<file path="config.mk">
export PLATFORM = sky130hd
export DESIGN_NAME = sst_store_detect
export DESIGN_NICKNAME = d
export VERILOG_FILES = /design/src/rtl/sst_pkg.sv /design/src/rtl/sst_rst_sync.sv /design/src/rtl/sst_step_match.sv /design/src/rtl/sst_tracker.sv /design/src/rtl/sst_store_detect.sv
export SDC_FILE = /design/constraint.sdc
export NUM_CORES = 1
export LEC_CHECK = 0
export BUFFER_PORTS_ARGS = -buffer_cell sky130_fd_sc_hd__buf_2
export CORE_AREA = 4 4 41 43
export CTS_BUF_LIST = sky130_fd_sc_hd__clkbuf_2 sky130_fd_sc_hd__clkbuf_4 sky130_fd_sc_hd__clkbuf_8
export DETAILED_ROUTE_END_ITERATION = 16
export DIE_AREA = 0 0 45 47
export GPL_TIMING_DRIVEN = 0
export PLACE_DENSITY = 0.58
export SKIP_CTS_REPAIR_TIMING = 1
export SLEW_MARGIN = 20
export SYNTH_ARGS = -nofsm -noshare
export SYNTH_HDL_FRONTEND = slang
export SYNTH_HIERARCHICAL = 1
export SYNTH_SLANG_ARGS = --single-unit
</file>
<file path="constraint.sdc">
create_clock -name clk -period 1.09 [get_ports clk]
set_clock_uncertainty 0.05 [all_clocks]
set_input_delay 0.109 -clock clk [delete_from_list [all_inputs] [get_ports clk]]
set_output_delay 0.109 -clock clk [all_outputs]
set_load 0.02 [all_outputs]
</file>
<file path="src/rtl/sst_pkg.sv">
package sst_pkg;
  parameter int unsigned SST_ADDR_W  = 11;
  parameter int unsigned SST_N_STEPS = 6;
  // step i occupies bits [i*SST_ADDR_W +: SST_ADDR_W]; first step in the low slice
  parameter logic [SST_N_STEPS*SST_ADDR_W-1:0] SST_DEF_PATTERN =
    {11'h70F, 11'h0F0, 11'h7FF, 11'h2AA, 11'h555, 11'h000};
endpackage

</file>
<file path="src/rtl/sst_rst_sync.sv">
module sst_rst_sync #(
  parameter int unsigned STAGES = 2
) (
  input  logic clk,
  input  logic rst_n,
  output logic rst_sync_n
);
  logic [STAGES-1:0] chain_q;

  always_ff @(posedge clk or negedge rst_n) begin
    if (!rst_n) chain_q <= '0;
    else        chain_q <= {chain_q[STAGES-2:0], 1'b1};
  end

  assign rst_sync_n = chain_q[STAGES-1];
endmodule

</file>
<file path="src/rtl/sst_step_match.sv">
module sst_step_match #(
  parameter int unsigned ADDR_W  = 11,
  parameter int unsigned N_STEPS = 6,
  parameter logic [N_STEPS*ADDR_W-1:0] PATTERN = '0,
  localparam int unsigned PW = $clog2(N_STEPS)
) (
  input  logic [ADDR_W-1:0] addr_i,
  input  logic [PW-1:0]     prog_i,
  output logic              hit_exp_o,
  output logic              hit_first_o
);
  logic [N_STEPS-1:0] hit_vec;
  logic [N_STEPS-1:0] sel_vec;

  for (genvar i = 0; i < N_STEPS; i++) begin : g_step
    assign hit_vec[i] = (addr_i == PATTERN[i*ADDR_W +: ADDR_W]);
    assign sel_vec[i] = (prog_i == PW'(i));
  end

  assign hit_exp_o   = |(hit_vec & sel_vec);
  assign hit_first_o = hit_vec[0];
endmodule

</file>
<file path="src/rtl/sst_tracker.sv">
module sst_tracker #(
  parameter int unsigned N_STEPS = 6,
  localparam int unsigned PW = $clog2(N_STEPS)
) (
  input  logic          clk,
  input  logic          rst_ni,
  input  logic          acc_valid_i,
  input  logic          acc_write_i,
  input  logic          busy_i,
  input  logic          hit_exp_i,
  input  logic          hit_first_i,
  output logic [PW-1:0] prog_o,
  output logic          fire_o
);
  localparam logic [PW-1:0] LAST_IDX = PW'(N_STEPS - 1);
  localparam logic [PW-1:0] ONE      = PW'(1);

  logic [PW-1:0] prog_q, prog_d;
  logic          fire_q, fire_d;
  logic          rd_access;

  assign rd_access = acc_valid_i && !acc_write_i && !busy_i;

  always_comb begin
    prog_d = prog_q;
    fire_d = 1'b0;
    if (busy_i) begin
      prog_d = '0;
    end else if (acc_valid_i) begin
      if (rd_access && hit_exp_i) begin
        if (prog_q == LAST_IDX) begin
          prog_d = '0;
          fire_d = 1'b1;
        end else begin
          prog_d = prog_q + ONE;
        end
      end else if (rd_access && hit_first_i) begin
        prog_d = ONE;
      end else begin
        prog_d = '0;
      end
    end
  end

  always_ff @(posedge clk or negedge rst_ni) begin
    if (!rst_ni) begin
      prog_q <= '0;
      fire_q <= 1'b0;
    end else begin
      prog_q <= prog_d;
      fire_q <= fire_d;
    end
  end

  assign prog_o = prog_q;
  assign fire_o = fire_q;

  a_r3_single_pulse: assert property (@(posedge clk) disable iff (!rst_ni)
    fire_q |=> !fire_q);
  a_r3_idle_after_fire: assert property (@(posedge clk) disable iff (!rst_ni)
    fire_q |-> prog_q == '0);
  a_r7_busy_clears: assert property (@(posedge clk) disable iff (!rst_ni)
    busy_i |=> (prog_q == '0) && !fire_q);
  a_r4_write_aborts: assert property (@(posedge clk) disable iff (!rst_ni)
    (acc_valid_i && acc_write_i) |=> (prog_q == '0) && !fire_q);
  a_r6_restart_step2: assert property (@(posedge clk) disable iff (!rst_ni)
    (rd_access && hit_first_i && (prog_q != LAST_IDX || !hit_exp_i)) |=> prog_q == ONE);
  a_r8_gap_holds: assert property (@(posedge clk) disable iff (!rst_ni)
    (!acc_valid_i && !busy_i) |=> $stable(prog_q) && !fire_q);
  a_r2_range: assert property (@(posedge clk) disable iff (!rst_ni)
    prog_q <= LAST_IDX);
endmodule

</file>
<file path="src/rtl/sst_store_detect.sv">
module sst_store_detect #(
  parameter int unsigned ADDR_W  = sst_pkg::SST_ADDR_W,
  parameter int unsigned N_STEPS = sst_pkg::SST_N_STEPS,
  parameter logic [N_STEPS*ADDR_W-1:0] PATTERN = sst_pkg::SST_DEF_PATTERN
) (
  input  logic              clk,
  input  logic              rst_n,
  input  logic              acc_valid,
  input  logic              acc_write,
  input  logic [ADDR_W-1:0] acc_addr,
  input  logic              nv_busy,
  output logic              store_req
);
  localparam int unsigned PW = $clog2(N_STEPS);
  localparam logic [ADDR_W-1:0] LAST_ADDR = PATTERN[(N_STEPS-1)*ADDR_W +: ADDR_W];

  logic          rst_ni;
  logic [PW-1:0] prog;
  logic          hit_exp;
  logic          hit_first;

  sst_rst_sync #(.STAGES(2)) u_rst (
    .clk        (clk),
    .rst_n      (rst_n),
    .rst_sync_n (rst_ni)
  );

  sst_step_match #(
    .ADDR_W  (ADDR_W),
    .N_STEPS (N_STEPS),
    .PATTERN (PATTERN)
  ) u_match (
    .addr_i      (acc_addr),
    .prog_i      (prog),
    .hit_exp_o   (hit_exp),
    .hit_first_o (hit_first)
  );

  sst_tracker #(.N_STEPS(N_STEPS)) u_track (
    .clk         (clk),
    .rst_ni      (rst_ni),
    .acc_valid_i (acc_valid),
    .acc_write_i (acc_write),
    .busy_i      (nv_busy),
    .hit_exp_i   (hit_exp),
    .hit_first_i (hit_first),
    .prog_o      (prog),
    .fire_o      (store_req)
  );

  a_r2_fire_cause: assert property (@(posedge clk) disable iff (!rst_ni)
    store_req |-> $past(acc_valid && !acc_write && !nv_busy && acc_addr == LAST_ADDR));
  a_r7_no_fire_busy: assert property (@(posedge clk) disable iff (!rst_ni)
    nv_busy |=> !store_req);
  a_r10_write_last: assert property (@(posedge clk) disable iff (!rst_ni)
    (acc_valid && acc_write) |=> !store_req);
endmodule

</file>
### After elaboration in Yosys (flattened, before gate mapping)

Index checks and enable logic that the tools add are counted.

* muxes and demuxes: 9
* eq/ne operators: 10
* $add $sub $neg: 1
* reduce and logical (&&, ||, !) cells: 10
* bitwise operators: 1

Operator list (number)
* 11-bit == test (second input constant): 3
* 3-bit two-way mux: 4
* 11-bit by 10-bit == test with 1-bit output (second input constant): 1
* 11-bit by 8-bit == test with 1-bit output (second input constant): 1
* 11-bit logical NOT: 1
* 6-bit AND: 1
* 3-bit by 2-bit == test with 1-bit output (second input constant): 2
* 3-bit == test (second input constant): 2
* 6-bit OR reduction: 1
* 1-bit two-way mux: 5
* 1-bit logical AND: 4
* 3-bit by 1-bit adder with 3-bit output (second input constant): 1
* 3-bit by 1-bit == test with 1-bit output (second input constant): 1
* 3-bit logical NOT: 1
* 1-bit logical NOT: 2
* 2-bit nonzero test: 1

* flip-flop bits (word level): 6
* output and inout bits: 1
* logic and storage cells: 34
* bits of input ports: 16

### Depth between registers and ports, before layout

Gate-level depths: netlist (run 1).

* depth after elaboration: 8
* mapped depth: 7
* depth with buffers taken out: 7

### By module

Netlist (run 1), hierarchy kept.

By module, submodules not included
* sst_tracker: instances 1, cells an instance 20, area an instance 205.2 sq um
* sst_step_match: instances 1, cells an instance 19, area an instance 132.6 sq um
* sst_rst_sync: instances 1, cells an instance 3, area an instance 53.8 sq um

### Worst setup path after synthesis (run 1)

No wires, ideal clock.

* path kind: register -> register
* from: register u_track.prog_q[1], in the netlist u_track/prog_o[1]
* to: register u_track.prog_q[1], in the netlist u_track/prog_o[1]
* clock period less this slack: 2017 ps
* arrival time: 1890 ps
* buffers on the path: 0
* setup time: 78 ps
* slack: -927 ps
* cell stages (with the launch flop): 8
* path through: dfrtp_1 -> or4_4 -> o32ai_1 -> o21ai_1 -> o21ai_1 -> or2b_1 -> a21oi_1 -> a21boi_1

* cells in the longest elaborated chain, start to end: 7
* elaborated cells between the ends (all ways): 14
* those cells by class: add/sub (1); eq/ne (5); mux (4); bitwise (1); reduce/logical (3)

Ends and longest elaborated chain
* start: declaration: RTL line sst_tracker.sv:18 `logic [PW-1:0] prog_q, prog_d;`
* start signal: assignment: RTL line sst_tracker.sv:50 `prog_q <= prog_d;`
* 3-bit by 1-bit == test with 1-bit output (tied with other cells): RTL line sst_step_match.sv:17 `assign sel_vec[i] = (prog_i == PW'(i));`
* 6-bit AND (*): RTL line sst_step_match.sv:20 `assign hit_exp_o = |(hit_vec & sel_vec);`
* 6-bit OR reduction (*): RTL line sst_step_match.sv:20
* net hit_exp: RTL line sst_store_detect.sv:19 `logic hit_exp;`
* 1-bit logical AND (*): RTL line sst_tracker.sv:30 `if (rd_access && hit_exp_i) begin`
* 3-bit two-way mux (*): RTL line sst_tracker.sv:30
* 3-bit two-way mux (*): RTL line sst_tracker.sv:29 `end else if (acc_valid_i) begin`
* 3-bit two-way mux (*): RTL line sst_tracker.sv:27 `if (busy_i) begin`

Mark *: on every way through the listed nets, which the timed path passes. The rest lies on a longest branch. The select of a mux whose other input is x is not followed.
A chain may end at the register's enable or synchronous reset.

### Worst setup path after layout (run 1)

Ends and elaborated chain as after synthesis.

==> results.cfg, run 1 <==
[floorplan]
die_h_um = 47
dieWidth_um = 45
coreArea_sq_mm = 0.00130
start_util_pct = 30.1
ios = 17
rows = 13
die-area_sq_mm = 0.00212

[placed_design]
io_buffers = 16
detailed_place_hpwl_um = 730
dp_slack_ps = -1010
gp_congestion = 0.812

[grt]
grt_pass1_wl_mm = 1.59
grt_use_total_pct = 10.4
gr-total-overflow = 0
grt_max_degree = 9
grt_pass1_vias = 410
antenna_found_initial = 0

[sta]
setup_violations = 4
finalMaxSlewViolations = 0
rsz0062_at_grt = true
finalCriticalPeriod_ps = 1980
hold_viol_final = 0
whs_ps = 0.373
finalCritPeriodShare_pct = 182
fin_ws_ps = -893
fmax_mhz = 504

[critical_path]
required_ps = 1210
start_kind = flip-flop
cp.arrival_ps = 2100
criticalPathCategory = reg -> reg
endpoint_kind = flip-flop
worst-path-max-fanout = 4

[status]
violations = negative setup slack
run_status = finished with violations

[clock_network]
clock_path_buffers = 2
path_clk_slew_ps = 40
cts_tree = yes
insertion_delay_ps = 240
clock-sinks = 6
root_buffer = clkbuf_4
numCtsBuffers = 3
h-tree-depth = 1

[power]
power.density_mw_per_mm2 = 883
irDropWorstVdd_mv = 0.635
p_leak_nw = 0.210
total_power_uw = 495

[routing]
dr.pass1.iters = 4
wl_per_cell_um = 12.5
drtIter0Drc = 5
avgViaCountPerCell = 5.37
num_vias = 424
ant_nets = 0
drc = 0
drt_wl_total_um = 991

[synth]
syn_inst = 42
yosysWarnings = 6
synth_ff_type = dfrtp_1
syn_nets = 58
async_flop_share_pct = 100
synth-seq-cells = 6
synth_top_area_share_pct = 38.3
synthTopCellsByCount = 6 x dfrtp_1, 4 x nand3_1, 3 x nand2_1, 3 x o21ai_1, 3 x or4_4
synth_top_area_cell = dfrtp_1
synth-edff-count = 0
seq_area_frac_synth_pct = 38.3
post_synth.cell_area_avg_sq_um = 9.32
synth.area.top_cells = dfrtp_1 38%, or4_4 8.6%, nand3_1 5.1%
syn_area_sq_um = 392
synth.most_common_cell = dfrtp_1
netlist-cell-type-count = 24

[finish]
drive_above_1_share_pct = 51.6
synthToLayoutAreaGrowth_pct = 43.1
antenna_cells = 0
finalNetCount = 82

[run]
max-cap-violations = 0

[worst_hold_path]
hold_path_class = reg -> async
==> cell type report <==
type,count,area [sq um]
fill,141,741
tap,15,18.8
sequential,6,151
multi-input combinational,36,263
timing repair buffer,19,105
clock buffer,3,22.5
==> placed cells by master, fill, tap and decap left out, drive strengths merged, types with 2 or more instances in the layout <==
cell,synthesis,routed
a21boi,2,2
a21oi,2,2
buf,0,18
clkbuf,0,3
dfrtp,6,6
nand2,3,3
nand3,4,4
nand4,2,2
nor4,3,3
o21ai,4,4
or3,2,2
or4,3,3
==> worst max-delay path: stages (launching register included) <==
cell and delay, ps:
dfrtp_2 410, or4_4 430, o32ai_2 200, o21ai_1 110, o21ai_2 160, or2b_1 250, a21oi_2 120, a21boi_2 160
==> sequential cells by signal (all words and copies together), names as in the netlist <==
register	cells
u_track/fire_o	1
u_track/prog_o	3
u_rst/chain_q	2
==> kinds of logic (layout without fill, tap and decap cells) <==
group                  Yosys count  after routing  synth area share, %
AND/OR/NAND/NOR                 25             25                 43.1
other                            1              1                0.958
AO/OA/AOI/OAI                   10             10                 17.6
buffers and inverters            0             22                    0
flip-flops                       6              6                 38.3
==> final timing paths <==
path                                    from                 to  slack, ps  cells past startpoint
max                        u_track/prog_o[1]  u_track/prog_o[1]       -890                      7
min                         u_rst/chain_q[1]  u_track/prog_o[0]        0.4                      0
max reg2reg                u_track/prog_o[1]  u_track/prog_o[1]       -890                      7
min reg2reg                 u_rst/chain_q[1]  u_track/prog_o[0]        0.4                      0
max in group asynchronous              rst_n   u_rst/chain_q[0]        750                      2
min in group clk                     nv_busy  u_track/prog_o[0]         40                      2
==> where the power goes <==
group | total (mW) | switching [mW] | internal, mW
clock network | 0.200 | 0.0753 | 0.124
registers | 0.230 | 0.00301 | 0.227
logic | 0.0649 | 0.0312 | 0.0337
total | 0.495 | 0.110 | 0.385
==> metrics by stage <==
step / cell area [sq um] / cells / utilization, % / TNS, ps
after CTS: 524 / 76 / 40.3 / -3720
after global placement: 502 / 73 / 38.6 / -3660
after floorplan: 403 / 42 / - / -2840
after global routing: 561 / 79 / 43.1 / -3550
after detailed placement: 502 / 73 / 38.6 / -3630
final: 561 / 79 / 43.1 / -3290
==> metal layers <==
layer | vias up | GRT usage, % | part of all wire, %
li1 | 210 | - | -
met1 | 198 | 12.1 | 42
met2 | 16 | 17.5 | 48
met3 | 0 | 3.07 | 10
met4 | 0 | 5.26 | 0
met5 | - | 0 | 0
Power figures use the tool's default switching activity.
==> inputs of run 2 (changes only) <==
CORE_AREA = 8 8 45 47   (was 4 4 41 43)
DIE_AREA = 0 0 53 55   (was 0 0 45 47)
HOLD_SLACK_MARGIN = 0.12   (was default)
==> run 2 against run 1 <==
The run still ends with negative setup slack left. Power increased by 2.1%. Non-clock buffer count is 4 higher. Maximum frequency shrank 0.53%. Worst hold slack gained 150 ps. Largest cell class unchanged.
==> results.cfg, run 2 (synthesis gave the netlist of run 1 again) <==
[sta]
fin_ws_ps = -904
finalCriticalPeriod_ps = 1990
rsz0062_at_grt = true
fmax_mhz = 502
whs_ps = 149
finalCritPeriodShare_pct = 183
setup_violations = 4
hold_viol_final = 0
finalMaxSlewViolations = 0

[routing]
num_vias = 435
drc = 0
wl_per_cell_um = 12.9
drtIter0Drc = 5
drt_wl_total_mm = 1.08
ant_nets = 0
dr.pass1.iters = 4
avgViaCountPerCell = 5.18

[placed_design]
io_buffers = 16
detailed_place_hpwl_um = 828
placed_cell_area_sq_um = 503
gp_congestion = 0.704

[finish]
synthToLayoutAreaGrowth_pct = 56.9
fillers = 136
antenna_cells = 0
largest_register_ffs = 3
drive_above_1_share_pct = 51.5
finalNetCount = 86
mostFrequentLayoutCell = buf_2
final_area_sq_um = 614
layout_common_cells = 16 x buf_2, 5 x dfrtp_1, 4 x dlygate4sd3_1, 4 x nand3_1

[critical_path]
required_ps = 1210
criticalPathCategory = reg -> reg
worst-path-max-fanout = 4
endpoint_kind = flip-flop
reg2reg_from = u_track/prog_o[1]
start_kind = flip-flop
worstRegToRegCells = 7
startpoint = u_track/prog_o[1]
cp.arrival_ps = 2110
reg2reg_slack_ps = -900
worst_r2r_endpoint = u_track/prog_o[2]

[grt]
grt_pass1_wl_mm = 1.61
grt_use_total_pct = 7.62
antenna_found_initial = 0
grt_pass1_vias = 401
grt_max_degree = 9
gr-total-overflow = 0

[floorplan]
start_util_pct = 28.3
dieWidth_um = 53
rows = 14
coreArea_sq_mm = 0.00138
ios = 17
die_h_um = 55
die-area_sq_mm = 0.00292

[status]
violations = negative setup slack
run_status = finished with violations

[clock_network]
clock-sinks = 6
root_buffer = clkbuf_4
insertion_delay_ps = 240
path_clk_slew_ps = 40
cts_tree = yes
h-tree-depth = 1
numCtsBuffers = 3
clock_path_buffers = 2

[worst_hold_path]
hold_path_end = u_track/prog_o[0]
hold_depth = 3
hold_path_class = in -> reg
min_from = acc_valid

[power]
irDropWorstVdd_mv = 0.455
p_comb_share_pct = 15.5
p_seq_share_pct = 45.2
p_sw_share_pct = 22.3
p_leak_nw = 0.228
internal_power_uw = 392
power.density_mw_per_mm2 = 822
p_sw_uw = 113
clock_power_share_pct = 39.3

[run]
max-cap-violations = 0
[run 2: cell types whose count changed in the layout (fill, tap and decap cells not counted), sizes merged]
cell	delta
dlygate4sd3	+3
buf	+1
[run 2: per-layer routing]
metal  wire (um)  track usage, %  vias up
li1            -               -      219
met1         482            7.67      201
met2         482            11.5       15
met3         118            4.01        0
met4           0            6.47        0
met5           0               0        -
[run 2: power by group through the flow]
stage / clock (mW) / sequential [mW] / combinational, mW
floorplan: 0 / 0.233 / 0.0178
global placement: 0 / 0.234 / 0.0603
detailed placement: 0 / 0.234 / 0.0620
CTS: 0.212 / 0.231 / 0.0623
global route: 0.226 / 0.228 / 0.0861
finish: 0.199 / 0.228 / 0.0782
[run 2: worst max-delay path by stage]
| stage | to | slack [ps] | cells after the start |
|---|---|---|---|
| after floorplan | u_track/prog_o[1] | -840 | 7 |
| after global placement | u_track/prog_o[1] | -1050 | 7 |
| after detailed placement | u_track/prog_o[2] | -1040 | 7 |
| after CTS | u_track/prog_o[2] | -1050 | 7 |
| after global routing | u_track/prog_o[1] | -1030 | 7 |
| final | u_track/prog_o[2] | -900 | 7 |
[run 2: stage by stage]
stage / util [%] / cells / setup TNS (ps) / total power, mW / setup slack (ps)
2_1_floorplan: - / 42 / -2840 / 0.251 / -836
3_3_place_gp: 36.3 / 74 / -3660 / 0.294 / -1050
3_5_place_dp: 36.3 / 74 / -3610 / 0.296 / -1040
4_1_cts: 38.0 / 77 / -3630 / 0.505 / -1050
5_1_grt: 44.4 / 84 / -3710 / 0.540 / -1030
6_report: 44.4 / 84 / -3230 / 0.505 / -904
[run 2: layout make-up]
type                    instances  area, sq um  area share [%]
well taps                      16         20.0            3.26
clock buffers                   3         22.5            3.67
flip-flops and latches          6          151            24.6
repair buffers                 23          143            23.2
multi-input cells              36          278            45.2
[run 2: worst max-delay path, cell delays in order (launching register included)]
cell      delay [ps]
dfrtp_2          420
or4_4            430
nor4_1           270
o21ai_1          130
o21ai_2           80
or2b_1           250
a21oi_2          130
a21boi_2         170
==> inputs of run 3 (changes only) <==
CTS_CLUSTER_SIZE = 12   (was default)
RECOVER_POWER = 50   (was default)
SETUP_SLACK_MARGIN = 0.2   (was default)
==> run 3 against run 2 <==
The flow still finishes with violations (negative setup slack). First-iteration DRC count up 80%. Non-clock buffer count down 2. Via count up 0.69%. Sequential power about the same. Sequential cell count unchanged. Global-route usage unchanged. Core utilization down 0.99 points. Die area unchanged. Wire length up 4.0%. Sequential share of layout area up 0.56 points. Critical path depth unchanged. Critical endpoint is now u_track/prog_o[1].
==> results.cfg, run 3 (synthesis gave the netlist of run 1 again) <==
[finish]
antenna_cells = 0
final_area_sq_um = 601
fillers = 134
largest_register_ffs = 3
drive_above_1_share_pct = 53.0
layout_common_cells = 15 x buf_2, 5 x dfrtp_1, 4 x nand3_1
synthToLayoutAreaGrowth_pct = 53.4
mostFrequentLayoutCell = buf_2
final_util_pct = 43.4
finalNetCount = 84

[placed_design]
io_buffers = 16
dp_slack_ps = -1040
gp_congestion = 0.704
detailed_place_hpwl_um = 828
placed_cell_area_sq_um = 503

[clock_network]
path_clk_slew_ps = 40
cts_tree = yes
numCtsBuffers = 3
root_buffer = clkbuf_4
clock_path_buffers = 2
insertion_delay_ps = 240
clock-sinks = 6
h-tree-depth = 1

[routing]
dr.pass1.iters = 5
drc = 0
num_vias = 438
avgViaCountPerCell = 5.34
drtIter0Drc = 9
drt_wl_total_mm = 1.13
wl_per_cell_um = 13.7
ant_nets = 0

[run]
max-cap-violations = 0

[floorplan]
coreArea_sq_mm = 0.00138
start_util_pct = 28.3
rows = 14
dieWidth_um = 53
die-area_sq_mm = 0.00292
ios = 17
die_h_um = 55

[sta]
fmax_mhz = 497
setup_violations = 4
hold_viol_final = 0
finalMaxSlewViolations = 0
finalCritPeriodShare_pct = 185
whs_ps = 8.11
fin_ws_ps = -923
finalCriticalPeriod_ps = 2010
rsz0062_at_grt = true

[status]
violations = negative setup slack
run_status = finished with violations

[critical_path]
slowest_delay_ps = 430
cp.arrival_ps = 2120
startpoint = u_track/prog_o[1]
worst_path_max_delay_cell = or4_4
start_kind = flip-flop
endpoint_kind = flip-flop
path_cells = or4_4, nor4_1, o21ai_1, o21ai_2, or2b_1, a21oi_2, a21boi_2
required_ps = 1200
criticalPathCategory = reg -> reg
worst-path-max-fanout = 4
cp_top_family = simple AND/OR/NAND/NOR gates
reg2reg_from = u_track/prog_o[1]
critPathBufInv = 0

[power]
p_leak_nw = 0.221
total_power_uw = 499
power.density_mw_per_mm2 = 831
irDropWorstVdd_mv = 0.451

[grt]
grt_max_degree = 9
gr-total-overflow = 0
grt_pass1_wl_mm = 1.61
grt_pass1_vias = 401
grt_use_total_pct = 7.62
antenna_found_initial = 0

[worst_hold_path]
hold_path_class = reg -> async
## run 3: metal layers
layer	vias to the layer above	GRT usage (%)	part of all wire, %
met2	17	11.5	46
met4	0	6.47	0
met3	0	4.01	11
li1	215	-	-
met1	206	7.67	42
met5	-	0	0
## run 3: metrics by stage
step                TNS [ps]  std cells
floorplan              -2840         42
global placement       -3660         74
detailed placement     -3610         74
CTS                    -3630         77
global route           -3750         82
finish                 -3290         82
## run 3: path summary, 6_finish.rpt
path / end / slack, ps / depth (start not counted)
worst max register to register: u_track/prog_o[1] / -920 / 7
min in group clk: u_track/prog_o[0] / 70 / 2
worst min register to register: u_track/fire_o / 8 / 0
max in group asynchronous: u_rst/chain_q[0] / 220 / 3
worst min-delay path: u_track/fire_o / 8 / 0
worst max-delay path: u_track/prog_o[1] / -920 / 7
## run 3: area by class of cell
class | instances | area (sq um) | share of cell area [%]
multi-input combinational | 36 | 278 | 46.2
sequential | 6 | 151 | 25.2
timing repair buffer | 21 | 129 | 21.5
clock buffer | 3 | 22.5 | 3.75
tap | 16 | 20.0 | 3.33
## run 3: worst register-to-register path, stage by stage (launching register included)
cell	delay (ps)
dfrtp_2	420
or4_4	430
nor4_1	270
o21ai_1	130
o21ai_2	80
or2b_1	250
a21oi_2	140
a21boi_2	180
## run 3: where the power goes
| part | total (mW) | switching (mW) | internal, mW |
|---|---|---|---|
| Clock | 0.198 | 0.0739 | 0.124 |
| Combinational | 0.0702 | 0.0341 | 0.0361 |
| Sequential | 0.231 | 0.00325 | 0.227 |
| Total | 0.499 | 0.111 | 0.388 |
